<file path="config.mk">
export PLATFORM = sky130hd
export DESIGN_NAME = cond_flag_unit
export DESIGN_NICKNAME = d
export VERILOG_FILES = /design/src/rtl/cfu_pkg.sv /design/src/rtl/cfu_cond_eval.sv /design/src/rtl/cfu_flag_reg.sv /design/src/rtl/cond_flag_unit.sv
export SDC_FILE = /design/constraint.sdc
export NUM_CORES = 1
export LEC_CHECK = 0
export ABC_AREA = 1
export CAP_MARGIN = 20
export CORE_UTILIZATION = 25
export DETAILED_ROUTE_END_ITERATION = 12
export PLACE_DENSITY = 0.55
export SLEW_MARGIN = 20
export SYNTH_ARGS = -nofsm -noshare
export SYNTH_HDL_FRONTEND = slang
export SYNTH_HIERARCHICAL = 1
export SYNTH_SLANG_ARGS = --single-unit
export TNS_END_PERCENT = 10
</file>
<file path="constraint.sdc">
create_clock -name clk -period 2 [get_ports clk]
set_input_delay 0.4 -clock clk [delete_from_list [all_inputs] [get_ports clk]]
set_output_delay 0.4 -clock clk [all_outputs]
set_load 0.005 [all_outputs]
</file>
<file path="src/rtl/cfu_pkg.sv">
package cfu_pkg;
    localparam int FLAG_W = 4;
    localparam int FN = 3;
    localparam int FZ = 2;
    localparam int FC = 1;
    localparam int FV = 0;

    typedef enum logic [3:0] {
        CC_ZSET  = 4'd0,
        CC_ZCLR  = 4'd1,
        CC_CSET  = 4'd2,
        CC_CCLR  = 4'd3,
        CC_NSET  = 4'd4,
        CC_NCLR  = 4'd5,
        CC_VSET  = 4'd6,
        CC_VCLR  = 4'd7,
        CC_UGT   = 4'd8,
        CC_ULE   = 4'd9,
        CC_SGE   = 4'd10,
        CC_SLT   = 4'd11,
        CC_SGT   = 4'd12,
        CC_SLE   = 4'd13,
        CC_ALL   = 4'd14,
        CC_NONE  = 4'd15
    } cond_e;

    typedef enum logic [1:0] {
        SRC_HOLD  = 2'd0,
        SRC_ALU   = 2'd1,
        SRC_WRITE = 2'd2
    } flag_src_e;
endpackage

</file>
<file path="src/rtl/cfu_cond_eval.sv">
module cfu_cond_eval
    import cfu_pkg::*;
(
    input  cond_e              code,
    input  logic [FLAG_W-1:0]  flags,
    output logic               pass
);
    logic n, z, c, v;

    always_comb begin
        n = flags[FN];
        z = flags[FZ];
        c = flags[FC];
        v = flags[FV];
        unique case (code)
            CC_ZSET: pass = z;
            CC_ZCLR: pass = !z;
            CC_CSET: pass = c;
            CC_CCLR: pass = !c;
            CC_NSET: pass = n;
            CC_NCLR: pass = !n;
            CC_VSET: pass = v;
            CC_VCLR: pass = !v;
            CC_UGT:  pass = c && !z;
            CC_ULE:  pass = !c || z;
            CC_SGE:  pass = (n == v);
            CC_SLT:  pass = (n != v);
            CC_SGT:  pass = !z && (n == v);
            CC_SLE:  pass = z || (n != v);
            CC_ALL:  pass = 1'b1;
            CC_NONE: pass = 1'b0;
            default: pass = 1'b0;
        endcase
    end
endmodule

</file>
<file path="src/rtl/cfu_flag_reg.sv">
module cfu_flag_reg
    import cfu_pkg::*;
(
    input  logic               clk,
    input  logic               rst_n,
    input  flag_src_e          src,
    input  logic [FLAG_W-1:0]  alu_val,
    input  logic [FLAG_W-1:0]  wr_val,
    output logic [FLAG_W-1:0]  flags_q
);
    logic [FLAG_W-1:0] flags_d;

    always_comb begin
        unique case (src)
            SRC_HOLD:  flags_d = flags_q;
            SRC_ALU:   flags_d = alu_val;
            SRC_WRITE: flags_d = wr_val;
            default:   flags_d = flags_q;
        endcase
    end

    always_ff @(posedge clk or negedge rst_n) begin
        if (!rst_n) flags_q <= '0;
        else        flags_q <= flags_d;
    end
endmodule

</file>
<file path="src/rtl/cond_flag_unit.sv">
module cond_flag_unit
    import cfu_pkg::*;
(
    input  logic        clk,
    input  logic        rst_n,
    input  logic        instr_valid,
    input  logic [3:0]  cond_code,
    input  logic [3:0]  alu_flags,
    input  logic        set_flags,
    input  logic        cmp_class,
    input  logic        flag_wr_en,
    input  logic [3:0]  flag_wr_data,
    output logic        exec_en,
    output logic [3:0]  flags_q
);
    logic      pass;
    flag_src_e src;

    cfu_cond_eval u_eval (
        .code  (cond_e'(cond_code)),
        .flags (flags_q),
        .pass  (pass)
    );

    always_comb begin
        exec_en = instr_valid && pass;
        if (flag_wr_en)
            src = SRC_WRITE;
        else if (exec_en && (set_flags || cmp_class))
            src = SRC_ALU;
        else
            src = SRC_HOLD;
    end

    cfu_flag_reg u_flags (
        .clk     (clk),
        .rst_n   (rst_n),
        .src     (src),
        .alu_val (alu_flags),
        .wr_val  (flag_wr_data),
        .flags_q (flags_q)
    );

    a_r6_s_latches: assert property (@(posedge clk) disable iff (!rst_n)
        (exec_en && set_flags && !flag_wr_en) |=> (flags_q == $past(alu_flags)));

    a_r7_cmp_latches: assert property (@(posedge clk) disable iff (!rst_n)
        (exec_en && cmp_class && !flag_wr_en) |=> (flags_q == $past(alu_flags)));

    a_r8_fail_holds: assert property (@(posedge clk) disable iff (!rst_n)
        (instr_valid && !exec_en && !flag_wr_en) |=> $stable(flags_q));

    a_r10_write_wins: assert property (@(posedge clk) disable iff (!rst_n)
        flag_wr_en |=> (flags_q == $past(flag_wr_data)));

    a_r5_never_runs: assert property (@(posedge clk) disable iff (!rst_n)
        (cond_code == 4'hF) |-> !exec_en);

    a_r12_idle_no_exec: assert property (@(posedge clk) disable iff (!rst_n)
        !instr_valid |-> !exec_en);
endmodule

</file>
==> impl_summary.txt <==
----------------------------------------------------
[Timing]
  Final critical-path share of the clock period ... 0.931
  Total count of max-transition violations in the final report ... 0
  Worst-case headroom to the max-slew limit ... 0.876
  Actual slew at the worst max-slew pin ... roughly 0.19 ns
  Maximum clock skew at final layout ... 0.00150 ns
  Minimum hold slack ... 0.369 ns
  Setup ws final ... ~0.14 ns
  Time the worst path needs with I/O delays and setup ... approximately 1.9 ns
  Setup-failing EPs final ... 0
  Upper clock frequency limit ... about 540 MHz
  Unrepaired setup endpoints after global routing ... yes
  Final TNS setup ... 0 ns
  Fin. Hold Viols ... 0

[Run]
  Max Cap Viol ... 0

[Yosys]
  Synth Net Count ... roughly 110
  Most frequent cells after synthesis ... nand2_1, inv_1, nand3_1
  Mean post-synth cell area ... 5.32 um^2
  Largest family of logic cells by synthesized area ... simple AND/OR/NAND/NOR gates
  Synthesis Warnings ... 6
  Mapped Cells ... slightly below 90
  Sequential-to-total area share from yosys stat ... 0.216
  Post-synthesis simple-gate area fraction ... 0.511
  Netlist area before placement ... between 400 and 500 um^2
  Post-synth EDFFs ... 0
  Most frequently used flop master after synthesis ... dfrtp_1
  Compound-cell area share of the yosys netlist ... 0.0757
  Post-Synth XOR/XNOR Area ... 0
  Fraction of synthesis flops using an asynchronous set or reset pin ... 1.00
  Largest area contributor in the netlist ... nand2_1
  Area contributors post-synth ... nand2_1, dfrtp_1, inv_1
  Most instantiated library cell after synthesis ... nand2_1
  Count of distinct cell types in the synthesized netlist ... 13
  Count of state elements after synthesis ... 4
  Fraction of the mapped netlist area in adder cells ... 0.0270
  Portion of synthesized cell area occupied by the leading cell type ... 0.276
  Portion of netlist area occupied by mux cells ... 0

[Die]
  Width of the chip ... ~45 um
  Die Area ... slightly above 0.002 mm^2
  Starting density of the core ... 0.268
  Placement row count ... 15
  I/O pin count ... 23
  Standard cell core area ... ~0.0017 mm^2
  Die H ... about 45 um

[Setup path]
  Critical path endpoint category ... output port
  Startpoint types ... flip-flop
  Critical path data required time ... between 1.5 and 2 ns
  Max FO, Critical Path ... 3
  Type of the worst setup path ... flip-flop to output port
  R2R cell count ... 16
  Arr. time, crit path ... around 1.5 ns

[Drt]
  Count of nets left with antenna violations after detail routing ... 0
  Routed Wire Length ... between 1000 and 1500 um
  Number of iterations in the first detailed-routing pass ... 4
  Average wire per cell in the routed design ... between 8 and 9 um
  Detailed-route vias per instance ... ~4.3
  DR DRC count ... 0
  DR iter-0 viols ... 6
  Via count ... roughly 620

[Global routing]
  Gr usage total ... 0.135
  Global-route wire length before repair ... 1970 um
  Pin count of the biggest net entering global routing ... 7
  Initial antenna violation count ... 0
  GRT overflow ... 0
  Vias in the first global route ... approximately 530

[Place]
  Pre-CTS setup slack ... -0.557 ns
  Detail Placement HPWL ... around 970 um
  Final estimated routing congestion in global placement ... roughly 0.9
  Count of buffers from port buffering ... 22
  Number of instances in the placed design ... between 100 and 150

[Cells and area]
  Number of flip-flops under the largest register name ... 4
  Diode insertion count for antenna repair ... 0
  Layout-stage area growth over the synthesis result ... 78.1%
  Finished Core Util ... 0.478
  Biggest registers after layout ... u_flags/flags_q x4
  Finished Layout Cells ... 145
  Layout Nets ... around 140
  Reg with most FFs ... u_flags/flags_q
  Share of final-layout standard cells stronger than drive strength 1 ... 0.267

[Clock tree]
  Latest clock arrival within the worst-skew pair ... approximately 0.23 ns
  Reg clk slew, reported paths ... 0.04 ns
  Maximum buffer depth of the clock tree ... 2
  CTS sink count ... 4
  Clock tree from TritonCTS ... done
  Number of H-tree branching levels ... 1
  CTS Buf Count ... 3
  Clock root buffer master ... clkbuf_4
  Quantity of hold-fixing buffers added after cts ... 0

[Power]
  Power per standard cell area ... 577 mW/mm^2
  Maximum resistive drop on vdd ... 271 uV
  Cell leakage power ... around 0.45 nW

[Status]
  Outcome ... complete, no violations

[Min path]
  Worst hold-check path type ... input port to asynchronous set/reset pin

----------------------------------------------------
kinds of logic after synthesis:
logic type	Yosys count
AOI/OAI and AO/OA	6
DFF	4
buffers and inverters	21
and+or+nand+nor	55
adders and majority gates	1
report_power, final:
part / internal (mW) / switching (mW) / total, mW / leakage [nW]
registers: 0.0987 / 0.0174 / 0.116 / 0.0468
clock network: 0.0669 / 0.0302 / 0.0972 / 0.0138
logic: 0.143 / 0.120 / 0.263 / 0.388
final cells by class:
cell class                 instances  area [um^2]
multi-input combinational         62          322
fill                             193          902
tap                               25         31.3
clock buffer                       3         22.5
timing repair buffer              30          269
inverter                          21         78.8
sequential                         4          101
per-layer routing:
| metal | track usage | share of wire |
|---|---|---|
| met1 | 0.154 | 0.39 |
| met2 | 0.226 | 0.52 |
| met3 | 0.0240 | 0.058 |
| met4 | 0.0909 | 0.026 |
| met5 | 0 | 0 |
layout by cell type, fill, tap and decap left out, drive strengths merged, types with 2 or more instances in the layout:
master         instances
nand2                 34
inv                   21
clkdlybuf4s50         17
nand3                 14
buf                    8
nor2                   7
clkbuf                 5
dfrtp                  4
o21ai                  3
dlygate4sd2            2
o211ai                 2
critical path, cell delays in order (launching register included):
cell      delay, ns
dfrtp_1        0.39
buf_4          0.15
nand2_1        0.06
nand3_1        0.08
nand2_1        0.07
nand2_1        0.05
nand2_1        0.05
nand3_1        0.06
nand2_1        0.07
nand3_2        0.07
nand2_1        0.06
inv_1          0.03
clkbuf_2       0.10
per-stage QoR:
stage / cell area [um^2] / total power [mW]
final: 825 / 0.476
after global routing: 825 / 0.518
after CTS: 813 / 0.469
after detailed placement: 759 / 0.359
after global placement: 759 / 0.358
after floorplan: 463 / 0.228
timing repair:
action | in CTS | in global routing
buffers inserted | 1 | 1
endpoints found under the setup margin | 5 | 5
resized for setup | 15 | 9
pin swaps | 6 | 1
worst paths after layout:
kind | startpoint | endpoint | slack (ns)
worst min-delay path | rst_n | u_flags/flags_q[1]$_DFFE_PN0P_ | 0.37
worst max register to register | u_flags/flags_q[0]$_DFFE_PN0P_ | u_flags/flags_q[1]$_DFFE_PN0P_ | 0.15
worst min register to register | u_flags/flags_q[2]$_DFFE_PN0P_ | u_flags/flags_q[2]$_DFFE_PN0P_ | 0.58
worst max-delay path | u_flags/flags_q[3]$_DFFE_PN0P_ | exec_en | 0.14
min in group clk | u_flags/flags_q[2]$_DFFE_PN0P_ | u_flags/flags_q[2]$_DFFE_PN0P_ | 0.58
max in group asynchronous | rst_n | u_flags/flags_q[0]$_DFFE_PN0P_ | 1.45
Note: power is estimated with default switching activity, not from simulation.
